### src/rtl/pfw_pkg.sv
package pfw_pkg;

    localparam int CFG_DW   = 32;
    localparam int BE_W     = CFG_DW / 8;
    localparam int OFS_W    = 2;
    localparam int ADDR_W   = 64;
    localparam int GRAN_W   = 20;
    localparam int CAP_W    = 4;
    localparam int LO_W     = 32 - GRAN_W;
    localparam int HI_W     = ADDR_W - 32;
    localparam int WIN_W    = ADDR_W - GRAN_W;

    localparam logic [OFS_W-1:0] OFS_BASE_LIMIT = 2'd0;
    localparam logic [OFS_W-1:0] OFS_BASE_HI    = 2'd1;
    localparam logic [OFS_W-1:0] OFS_LIMIT_HI   = 2'd2;

    localparam logic [CAP_W-1:0] CAP_32 = 4'h0;
    localparam logic [CAP_W-1:0] CAP_64 = 4'h1;

    typedef enum logic {
        WIN_CLOSED = 1'b0,
        WIN_OPEN   = 1'b1
    } win_state_e;

endpackage

### src/rtl/pfw_regs.sv
module pfw_regs
    import pfw_pkg::*;
#(
    parameter logic [CAP_W-1:0] CAP_CODE = CAP_64
) (
    input  logic              clk,
    input  logic              rst_n,
    input  logic              cfg_wr,
    input  logic [OFS_W-1:0]  cfg_ofs,
    input  logic [BE_W-1:0]   cfg_be,
    input  logic [CFG_DW-1:0] cfg_wdata,
    output logic [CFG_DW-1:0] cfg_rdata,
    output logic [LO_W-1:0]   base_lo_q,
    output logic [LO_W-1:0]   limit_lo_q,
    output logic [HI_W-1:0]   base_hi_q,
    output logic [HI_W-1:0]   limit_hi_q,
    output logic [LO_W-1:0]   base_lo_d,
    output logic [LO_W-1:0]   limit_lo_d,
    output logic [HI_W-1:0]   base_hi_d,
    output logic [HI_W-1:0]   limit_hi_d
);

    // Low nibbles of each half are read-only; those data bits are never stored.
    logic unused_ro_bits;
    assign unused_ro_bits = ^{cfg_wdata[3:0], cfg_wdata[19:16]};

    // Next value of the 12-bit base and limit fields.
    always_comb begin
        base_lo_d  = base_lo_q;
        limit_lo_d = limit_lo_q;
        if (cfg_wr && (cfg_ofs == OFS_BASE_LIMIT)) begin
            if (cfg_be[0]) base_lo_d[3:0]   = cfg_wdata[7:4];
            if (cfg_be[1]) base_lo_d[11:4]  = cfg_wdata[15:8];
            if (cfg_be[2]) limit_lo_d[3:0]  = cfg_wdata[23:20];
            if (cfg_be[3]) limit_lo_d[11:4] = cfg_wdata[31:24];
        end
    end

    always_ff @(posedge clk) begin
        if (!rst_n) begin
            base_lo_q  <= '0;
            limit_lo_q <= '0;
        end else begin
            base_lo_q  <= base_lo_d;
            limit_lo_q <= limit_lo_d;
        end
    end

    generate
        if (CAP_CODE == CAP_64) begin : g_upper
            always_comb begin
                base_hi_d  = base_hi_q;
                limit_hi_d = limit_hi_q;
                for (int i = 0; i < BE_W; i++) begin
                    if (cfg_wr && cfg_be[i] && (cfg_ofs == OFS_BASE_HI))
                        base_hi_d[8*i +: 8] = cfg_wdata[8*i +: 8];
                    if (cfg_wr && cfg_be[i] && (cfg_ofs == OFS_LIMIT_HI))
                        limit_hi_d[8*i +: 8] = cfg_wdata[8*i +: 8];
                end
            end

            always_ff @(posedge clk) begin
                if (!rst_n) begin
                    base_hi_q  <= '0;
                    limit_hi_q <= '0;
                end else begin
                    base_hi_q  <= base_hi_d;
                    limit_hi_q <= limit_hi_d;
                end
            end

            // upper registers move only on a write to their own offset
            assert_upper_hold_R5: assert property (@(posedge clk) disable iff (!rst_n)
                !(cfg_wr && (cfg_ofs == OFS_BASE_HI)) |=> $stable(base_hi_q));
            assert_upper_lim_hold_R5: assert property (@(posedge clk) disable iff (!rst_n)
                !(cfg_wr && (cfg_ofs == OFS_LIMIT_HI)) |=> $stable(limit_hi_q));
        end else begin : g_no_upper
            assign base_hi_d  = '0;
            assign limit_hi_d = '0;
            assign base_hi_q  = '0;
            assign limit_hi_q = '0;
        end
    endgenerate

    // Read mux: the capability code sits below each 12-bit field.
    always_comb begin
        unique case (cfg_ofs)
            OFS_BASE_LIMIT: cfg_rdata = {limit_lo_q, CAP_CODE, base_lo_q, CAP_CODE};
            OFS_BASE_HI:    cfg_rdata = base_hi_q;
            OFS_LIMIT_HI:   cfg_rdata = limit_hi_q;
            default:        cfg_rdata = '0;
        endcase
    end

    // a disabled byte lane keeps its field
    assert_be_limit_hold_R4: assert property (@(posedge clk) disable iff (!rst_n)
        (cfg_wr && (cfg_ofs == OFS_BASE_LIMIT) && !cfg_be[3]) |=> $stable(limit_lo_q[11:4]));
    assert_be_base_hold_R4: assert property (@(posedge clk) disable iff (!rst_n)
        (cfg_wr && (cfg_ofs == OFS_BASE_LIMIT) && !cfg_be[0]) |=> $stable(base_lo_q[3:0]));
    // without an accepted write the low fields do not move
    assert_no_write_stable_R9: assert property (@(posedge clk) disable iff (!rst_n)
        !cfg_wr |=> ($stable(base_lo_q) && $stable(limit_lo_q)));

endmodule

### src/rtl/pfw_window_fsm.sv
module pfw_window_fsm
    import pfw_pkg::*;
(
    input  logic             clk,
    input  logic             rst_n,
    input  logic [WIN_W-1:0] base_d,
    input  logic [WIN_W-1:0] limit_d,
    input  logic [WIN_W-1:0] base_q,
    input  logic [WIN_W-1:0] limit_q,
    output logic             win_open
);

    win_state_e state_q;
    win_state_e state_d;

    // Next state: look at the register values that the same edge will load.
    always_comb begin
        state_d = state_q;
        unique case (state_q)
            WIN_OPEN: begin
                if (limit_d < base_d) state_d = WIN_CLOSED;   // close
            end
            WIN_CLOSED: begin
                if (limit_d >= base_d) state_d = WIN_OPEN;    // reopen
            end
            default: state_d = WIN_OPEN;
        endcase
    end

    // Registers reset to zero, so limit == base and the window starts open.
    always_ff @(posedge clk) begin
        if (!rst_n) state_q <= WIN_OPEN;
        else        state_q <= state_d;
    end

    always_comb begin
        win_open = (state_q == WIN_OPEN);
    end

    // the state always matches the ordering of the stored registers
    assert_state_tracks_regs_R6: assert property (@(posedge clk) disable iff (!rst_n)
        (state_q == WIN_OPEN) == (limit_q >= base_q));

endmodule

### src/rtl/pfw_match.sv
module pfw_match
    import pfw_pkg::*;
#(
    parameter logic [CAP_W-1:0] CAP_CODE = CAP_64
) (
    input  logic              clk,
    input  logic              rst_n,
    input  logic              dec_vld,
    input  logic              mem_en,
    input  logic [ADDR_W-1:0] dec_addr,
    input  logic [WIN_W-1:0]  base_q,
    input  logic [WIN_W-1:0]  limit_q,
    input  logic              win_open,
    output logic              dec_hit
);

    logic [ADDR_W-1:0] lo_bound;
    logic [ADDR_W-1:0] hi_bound;
    logic              above_lo;
    logic              below_hi;

    // Byte-level bounds: base aligned down, limit filled to the end of its 1 MB block.
    always_comb begin
        lo_bound = {base_q,  {GRAN_W{1'b0}}};
        hi_bound = {limit_q, {GRAN_W{1'b1}}};
        above_lo = (dec_addr >= lo_bound);
        below_hi = (dec_addr <= hi_bound);
        dec_hit  = dec_vld && mem_en && win_open && above_lo && below_hi;
    end

    // no forwarding without valid and enable
    assert_hit_qualified_R8: assert property (@(posedge clk) disable iff (!rst_n)
        dec_hit |-> (dec_vld && mem_en));
    // a hit lies inside the 44-bit window
    assert_hit_in_window_R2: assert property (@(posedge clk) disable iff (!rst_n)
        dec_hit |-> ((dec_addr[ADDR_W-1:GRAN_W] >= base_q) && (dec_addr[ADDR_W-1:GRAN_W] <= limit_q)));
    // a closed window forwards nothing
    assert_closed_no_hit_R6: assert property (@(posedge clk) disable iff (!rst_n)
        !win_open |-> !dec_hit);

    generate
        if (CAP_CODE == CAP_32) begin : g_chk32
            // nothing above 4 GB in a 32-bit build
            assert_upper_miss_R10: assert property (@(posedge clk) disable iff (!rst_n)
                (|dec_addr[ADDR_W-1:32]) |-> !dec_hit);
        end
    endgenerate

endmodule

### src/rtl/pfw_decoder.sv
module pfw_decoder
    import pfw_pkg::*;
#(
    parameter logic [CAP_W-1:0] CAP_CODE = CAP_64
) (
    input  logic              clk,
    input  logic              rst_n,
    input  logic              cfg_wr,
    input  logic [OFS_W-1:0]  cfg_ofs,
    input  logic [BE_W-1:0]   cfg_be,
    input  logic [CFG_DW-1:0] cfg_wdata,
    output logic [CFG_DW-1:0] cfg_rdata,
    input  logic              mem_en,
    input  logic              dec_vld,
    input  logic [ADDR_W-1:0] dec_addr,
    output logic              dec_hit
);

    logic [LO_W-1:0] base_lo_q;
    logic [LO_W-1:0] limit_lo_q;
    logic [HI_W-1:0] base_hi_q;
    logic [HI_W-1:0] limit_hi_q;
    logic [LO_W-1:0] base_lo_d;
    logic [LO_W-1:0] limit_lo_d;
    logic [HI_W-1:0] base_hi_d;
    logic [HI_W-1:0] limit_hi_d;
    logic            win_open;

    logic [WIN_W-1:0] base_q;
    logic [WIN_W-1:0] limit_q;
    logic [WIN_W-1:0] base_d;
    logic [WIN_W-1:0] limit_d;

    assign base_q  = {base_hi_q,  base_lo_q};
    assign limit_q = {limit_hi_q, limit_lo_q};
    assign base_d  = {base_hi_d,  base_lo_d};
    assign limit_d = {limit_hi_d, limit_lo_d};

    pfw_regs #(.CAP_CODE(CAP_CODE)) u_regs (
        .clk        (clk),
        .rst_n      (rst_n),
        .cfg_wr     (cfg_wr),
        .cfg_ofs    (cfg_ofs),
        .cfg_be     (cfg_be),
        .cfg_wdata  (cfg_wdata),
        .cfg_rdata  (cfg_rdata),
        .base_lo_q  (base_lo_q),
        .limit_lo_q (limit_lo_q),
        .base_hi_q  (base_hi_q),
        .limit_hi_q (limit_hi_q),
        .base_lo_d  (base_lo_d),
        .limit_lo_d (limit_lo_d),
        .base_hi_d  (base_hi_d),
        .limit_hi_d (limit_hi_d)
    );

    pfw_window_fsm u_fsm (
        .clk      (clk),
        .rst_n    (rst_n),
        .base_d   (base_d),
        .limit_d  (limit_d),
        .base_q   (base_q),
        .limit_q  (limit_q),
        .win_open (win_open)
    );

    pfw_match #(.CAP_CODE(CAP_CODE)) u_match (
        .clk      (clk),
        .rst_n    (rst_n),
        .dec_vld  (dec_vld),
        .mem_en   (mem_en),
        .dec_addr (dec_addr),
        .base_q   (base_q),
        .limit_q  (limit_q),
        .win_open (win_open),
        .dec_hit  (dec_hit)
    );

endmodule

### config.mk
export PLATFORM = sky130hd
export DESIGN_NAME = pfw_decoder
export DESIGN_NICKNAME = d
export VERILOG_FILES = /design/src/rtl/pfw_pkg.sv /design/src/rtl/pfw_regs.sv /design/src/rtl/pfw_window_fsm.sv /design/src/rtl/pfw_match.sv /design/src/rtl/pfw_decoder.sv
export SDC_FILE = /design/constraint.sdc
export NUM_CORES = 1
export LEC_CHECK = 0
export BUFFER_PORTS_ARGS = -buffer_cell sky130_fd_sc_hd__buf_2
export CORE_ASPECT_RATIO = 0.6
export CORE_MARGIN = 2
export CORE_UTILIZATION = 50
export CTS_BUF_LIST = sky130_fd_sc_hd__clkbuf_2 sky130_fd_sc_hd__clkbuf_4 sky130_fd_sc_hd__clkbuf_8
export DETAILED_ROUTE_END_ITERATION = 12
export MAX_ROUTING_LAYER = met4
export PLACE_DENSITY = 0.79
export SYNTH_ARGS = -nofsm -noshare
export SYNTH_HDL_FRONTEND = slang
export SYNTH_SLANG_ARGS = --single-unit
### constraint.sdc
create_clock -name clk -period 3.1 [get_ports clk]
set_input_delay 0.62 -clock clk [delete_from_list [all_inputs] [get_ports clk]]
set_output_delay 0.62 -clock clk [all_outputs]
set_load 0.005 [all_outputs]
==> impl_metrics.toml, run 1 <==
[clock_tree]
cts_sinks = 89
clock_latency_ns = 0.37
clockBufferDepth = 2
cts.clk_slew.worst_paths_ns = 0.08
cts_max_level = 3
cts-root-buf = "clkbuf_8"
cts_buffers = 9
cts_setup_buffers = 0
holdBufCountCts = 0
tritoncts = "yes"

[worst_setup_path]
cp_cell_sequence = "buf_2 -> ha_4 -> or4b_4 -> nor4_4 -> a31oi_2 -> a21oi_2 -> nor3_1 -> or4_1 -> a22oi_2 -> buf_2"
worstPathMaxFanout = 2
slowest_stage = "or4_1"
crit_top_cell = "buf_2"
rr_worst_depth = 9
crit_path_start_kind = "primary input"
worstSetupPathType = "primary input to output port"
critPathCaptureType = "output port"
critPathMaxStageDelay_ns = 0.49
required_ns = 2.48
critPathArrivalTime_ns = 2.93

[placement]
hpwl_mm = 17.21
globalplace.congestion = 0.9489
placed_cell_area_mm2 = 0.008730
placed_cells = 1246
portBuffers = 139

[timing]
skew_ns = 0.008868
tns_ns = -0.4477
rsz0062_at_grt = "yes"
timing.final.crit_share_pct = 114.4
hold_viol = 0
fmax_mhz = 281.9
setup_ws_ns = -0.4477
maxSlewViolCount = 0
worst_pin_slew_ns = 0.7163
post-route-min-period_ns = 3.548
hold_ws_ns = 0.5574
final-setup-viol-count = 1
max_slew_margin_pct = 52.25

[die]
fp-row-count = 33
core_area_mm2 = 0.01379
die_y_um = 96.63
ios = 140
start_util_pct = 51.85
die_w_um = 158.4
die_area_mm2 = 0.01530

[logic_synthesis]
yosysWarnings = 0
synth_top_cell_by_area = "dfxtp_1"
synthArstFlopShare_pct = 0
synth-seq-cells = 89
synth_area_leaders = "dfxtp_1 (25%), ha_1 (23%), mux2i_1 (9.5%)"
synth.avg_cell_area_um2 = 8.462
synth_area_mm2 = 0.007151
synth_top_area_share_pct = 24.92
synth_edf_count = 0
syn_inst = 845
synth_cell_types = 42
synth.net_count = 1084
yosysSeqAreaShare_pct = 24.92
synth_ff_type = "dfxtp_1"

[global_routing]
grt_max_degree = 89
first_global_vias = 6589
antenna_found_initial = 1
grt_overflow = 0
track_usage_pct = 28.27
grt_pass1_wl_mm = 32.97

[status]
failed_checks = "setup timing"
status = "finished with violations"

[layout]
fillers = 1217
synthToLayoutAreaGrowth_pct = 25.63
finalNetCount = 1304
multi_input_area_mm2 = 0.004997
stdcell_count = 1262
final_cell_area_mm2 = 0.008984
drive_gt1_share_pct = 26.19
register_area_mm2 = 0.001783

[routing]
detail_route.wl_per_cell_um = 16.85
antenna_left = 0
drt_first_pass_iters = 7
viasPerCell = 5.422
wirelength_mm = 21.27
drt_iter0_markers = 417
post-route-drc-count = 0
num_vias = 6843

[power]
ir_worst_vdd_uv = 203.5
power.density_mw_per_mm2 = 308.6
static-leakage-power_uw = 0.004228
total_power_uw = 2772

[flow_run]
maxCapViolCount = 0

[min_path]
min_path_type = "primary input to flip-flop"
holdPathStages = 3
worst max-delay path, delay by kind of cell:
family / cells / cell delay (ns)
AO/OA/AOI/OAI: 3 / 0.57
AND/OR/NAND/NOR: 4 / 1.19
adder cells (fa/ha/maj): 1 / 0.26
buffers and inverters: 2 / 0.28
cell families after synthesis:
group / synth area share, %
AO/OA/AOI/OAI: 12.67
AND/OR/NAND/NOR: 18.65
adder cells (fa/ha/maj): 23.10
buffers and inverters: 5.949
flip-flops: 24.92
multiplexers: 14.72
metal layers:
layer,up-vias,part of all wire [%],global-route usage [%]
li1,3416,-,-
met1,3161,50,41.38
met2,238,42,41.14
met3,28,7.1,4.928
met4,0,1.3,4.990
met5,-,0,-
power breakdown:
part	switching [µW]	leakage [µW]	internal (µW)
Combinational	384	0.00340	339
Clock	425	0.000103	431
Sequential	22.4	0.000721	1170
final cells by class:
class	count	area share, %
Antenna cell	1	0.02786
Clock inverter	2	0.4178
Multi-Input combinational cell	643	55.63
Sequential cell	89	19.85
Tap cell	192	2.674
Inverter	90	3.760
Clock buffer	13	1.852
Timing Repair Buffer	232	15.79
through the flow:
stage | utilization [%] | setup slack (ns)
5_1_grt | 65.14 | -0.5177
4_1_cts | 64.93 | -0.4671
3_5_place_dp | 63.30 | -0.5400
6_report | 65.14 | -0.4477
2_1_floorplan | - | 0.07020
3_3_place_gp | 63.30 | -0.4614
registers in the layout, summed over array words and instances, names as in the netlist:
register,cells
u_fsm.win_open,1
u_regs.base_hi_q,32
u_regs.limit_hi_q,32
u_regs.base_lo_q,12
u_regs.limit_lo_q,12
cell usage after synthesis, types with 12 or more instances:
library cell and count:
a21oi_1 57, and2_1 44, clkbuf_1 19, dfxtp_1 89, ha_1 132, inv_1 90
mux2_1 12, mux2_2 21, mux2i_1 68, nand2_1 81, nand3_1 23, nand4_1 20
nor2_1 13, nor2b_1 47, o21ai_0 35, o21ai_1 22
placed cells by master (no fill, tap or decap), types with 3 or more instances in the layout:
| cell | n |
|---|---|
| o21ai_1 | 22 |
| ha_1 | 131 |
| inv_1 | 89 |
| a211oi_1 | 5 |
| and2_1 | 44 |
| nand3_1 | 22 |
| nor3_1 | 7 |
| clkbuf_8 | 11 |
| nor2_1 | 13 |
| a221oi_1 | 3 |
| o21ai_0 | 35 |
| buf_4 | 91 |
| mux2_2 | 21 |
| or4_1 | 3 |
| nor4_1 | 7 |
| a31oi_1 | 4 |
| mux2i_1 | 68 |
| nor2b_1 | 46 |
| buf_2 | 139 |
| nand4_1 | 20 |
| a21o_1 | 11 |
| nand2_1 | 81 |
| dfxtp_1 | 88 |
| a22o_1 | 6 |
| mux2_1 | 12 |
| a21oi_1 | 56 |
worst paths after layout:
path | end | slack [ns] | startpoint
worst min-delay path | u_regs.base_hi_q[0] | 0.56 | cfg_wdata[0]
worst min register to register | u_regs.base_hi_q[0] | 0.57 | u_regs.base_hi_q[0]
worst max register to register | u_fsm.win_open | 0.85 | u_regs.limit_hi_q[9]
worst max-delay path | dec_hit | -0.45 | dec_addr[23]
repair_timing:
| action | 4_1_cts | 5_1_grt |
|---|---|---|
| endpoints found under the setup margin | 1 | 1 |
| resized for setup | 4 | 5 |
| pin swaps | 2 | 0 |
Power figures use the tool's default switching activity.
==> run 2, diff against run 1 <==
- clock period: 3.1 -> 2.9 ns (I/O delays scaled with it)
==> impl_metrics.toml, run 2 (synthesized netlist as in run 1, its figures left out) <==
[power]
static-leakage-power_uw = 0.004314
power.density_mw_per_mm2 = 314.3
total_power_uw = 2878
ir_worst_vdd_uv = 197.3

[global_routing]
grt_overflow = 0
grt_pass1_wl_mm = 33.44
track_usage_pct = 28.68
antenna_found_initial = 1
first_global_vias = 6810
grt_max_degree = 89

[die]
start_util_pct = 51.85
core_area_mm2 = 0.01379
die_w_um = 158.4
ios = 140
die_y_um = 96.63
fp-row-count = 33
die_area_mm2 = 0.01530

[timing]
hold_ws_ns = 0.5348
post-route-min-period_ns = 3.461
hold_viol = 0
fmax_mhz = 288.9
rsz0062_at_grt = "yes"
setup_ws_ns = -0.5614
timing.final.crit_share_pct = 119.4
final-setup-viol-count = 1
skew_ns = 0.009080
maxSlewViolCount = 0
max_slew_margin_pct = 52.60
tns_ns = -0.5614
worst_pin_slew_ns = 0.7110

[clock_tree]
cts_buffers = 9
cts_max_level = 3
cts.clk_slew.worst_paths_ns = 0.09
tritoncts = "yes"
clock_latency_ns = 0.36
clockBufferDepth = 2
cts_setup_buffers = 0
cts_sinks = 89
holdBufCountCts = 0
cts-root-buf = "clkbuf_8"

[min_path]
worstHoldStart = "cfg_wdata[16]"
min_path_type = "primary input to flip-flop"

[layout]
final_cell_area_mm2 = 0.009155
layout_common_cells = "buf_2 (139), ha_1 (131), buf_4 (106)"
layout_commonest_cell = "buf_2"
synthToLayoutAreaGrowth_pct = 28.03
finalNetCount = 1322
stdcell_count = 1280
fillers = 1164
reg.largest.list = "u_regs.base_hi_q: 32 flops, u_regs.limit_hi_q: 32 flops"
drive_gt1_share_pct = 27.97

[worst_setup_path]
cp_cell_sequence = "inv_2 -> ha_4 -> or4b_4 -> nor4_4 -> a31oi_1 -> a21oi_2 -> nor3_1 -> or4_1 -> a22oi_2 -> buf_2"
critPathMaxStageDelay_ns = 0.49
slowest_stage = "or4_1"
required_ns = 2.32
worstSetupPathType = "flip-flop to output port"
r2r-start = "u_regs.limit_hi_q[9]"
worstPathMaxFanout = 2
reg2reg_to = "u_fsm.win_open"
cp-startpoint = "u_regs.base_lo_q[3]"
crit_path_start_kind = "flip-flop"
critPathArrivalTime_ns = 2.88
worstSetupEndpoint = "dec_hit"
rr_worst_depth = 9
regToRegSetupSlack_ns = 0.66
critPathCaptureType = "output port"

[placement]
placed_cells = 1264
portBuffers = 139
hpwl_mm = 17.51
placed_cell_area_mm2 = 0.008921
globalplace.congestion = 0.9502

[routing]
num_vias = 6921
viasPerCell = 5.407
drt_first_pass_iters = 5
detail_route.wl_per_cell_um = 16.55
drt_iter0_markers = 423
post-route-drc-count = 0
wirelength_mm = 21.18
antenna_left = 0

[status]
failed_checks = "setup timing"
status = "finished with violations"

[flow_run]
maxCapViolCount = 0
-- run 2: cell count changes in the layout (fill, tap and decap cells not counted), sizes merged --
| cell | before | now |
|---|---|---|
| buf | 232 | 250 |
| bufinv | 1 | 0 |
| clkbuf | 13 | 12 |
| clkinv | 0 | 2 |
-- run 2: how the worst min path moves through the flow --
| stage | slack [ns] | depth (start not counted) | endpoint |
|---|---|---|---|
| 2_1_floorplan | 0.51 | 2 | u_regs.base_hi_q[0] |
| 6_report | 0.53 | 3 | u_regs.base_hi_q[16] |
| 4_1_cts | 0.52 | 3 | u_regs.base_hi_q[17] |
| 3_5_place_dp | 0.55 | 2 | u_regs.base_hi_q[16] |
| 5_1_grt | 0.54 | 3 | u_regs.base_hi_q[17] |
| 3_3_place_gp | 0.54 | 2 | u_regs.base_hi_q[16] |
-- run 2: repair_timing --
item / 4_1_cts / 5_1_grt
pin swaps: 3 / 0
gates resized for setup: 6 / 9
setup endpoints to repair: 1 / 2
-- run 2: area by class of cell --
type,instances,area [µm²],area share [%]
clock buffer,12,152.6,1.667
inverter,90,337.8,3.690
timing repair buffer,250,1574,17.19
sequential,89,1783,19.48
antenna,1,2.502,0.02733
tap,192,240.2,2.624
multi-input combinational,643,5047,55.13
clock inverter,3,17.52,0.1913
-- run 2: per-layer routing --
layer | track usage (%) | vias up | routed length (µm)
li1 | - | 3461 | -
met3 | 3.853 | 18 | 1577
met5 | - | - | 0
met4 | 4.782 | 0 | 242
met1 | 41.60 | 3198 | 10500
met2 | 43.21 | 244 | 8855
-- run 2: critical path, delay by kind of cell (launching register included) --
kind            cells  cell delay [ns]
compound gates      3             0.55
fa+ha+maj           1             0.25
buf+inv             2             0.18
flops               1             0.34
simple gates        4             1.18
-- run 2: report_power, final --
part / switching [µW] / leakage, µW / internal, µW
Sequential: 25.1 / 0.000721 / 1250
Combinational: 418 / 0.00350 / 387
Clock: 448 / 0.0000891 / 348
Total: 891 / 0.00431 / 1990
-- run 2: metrics by stage --
step | util [%] | worst slack, ns
final | 66.39 | -0.5614
after global routing | 66.39 | -0.6590
after CTS | 66.10 | -0.5430
after detailed placement | 64.69 | -0.6088
after global placement | 64.69 | -0.5628
after floorplan | - | -0.02069
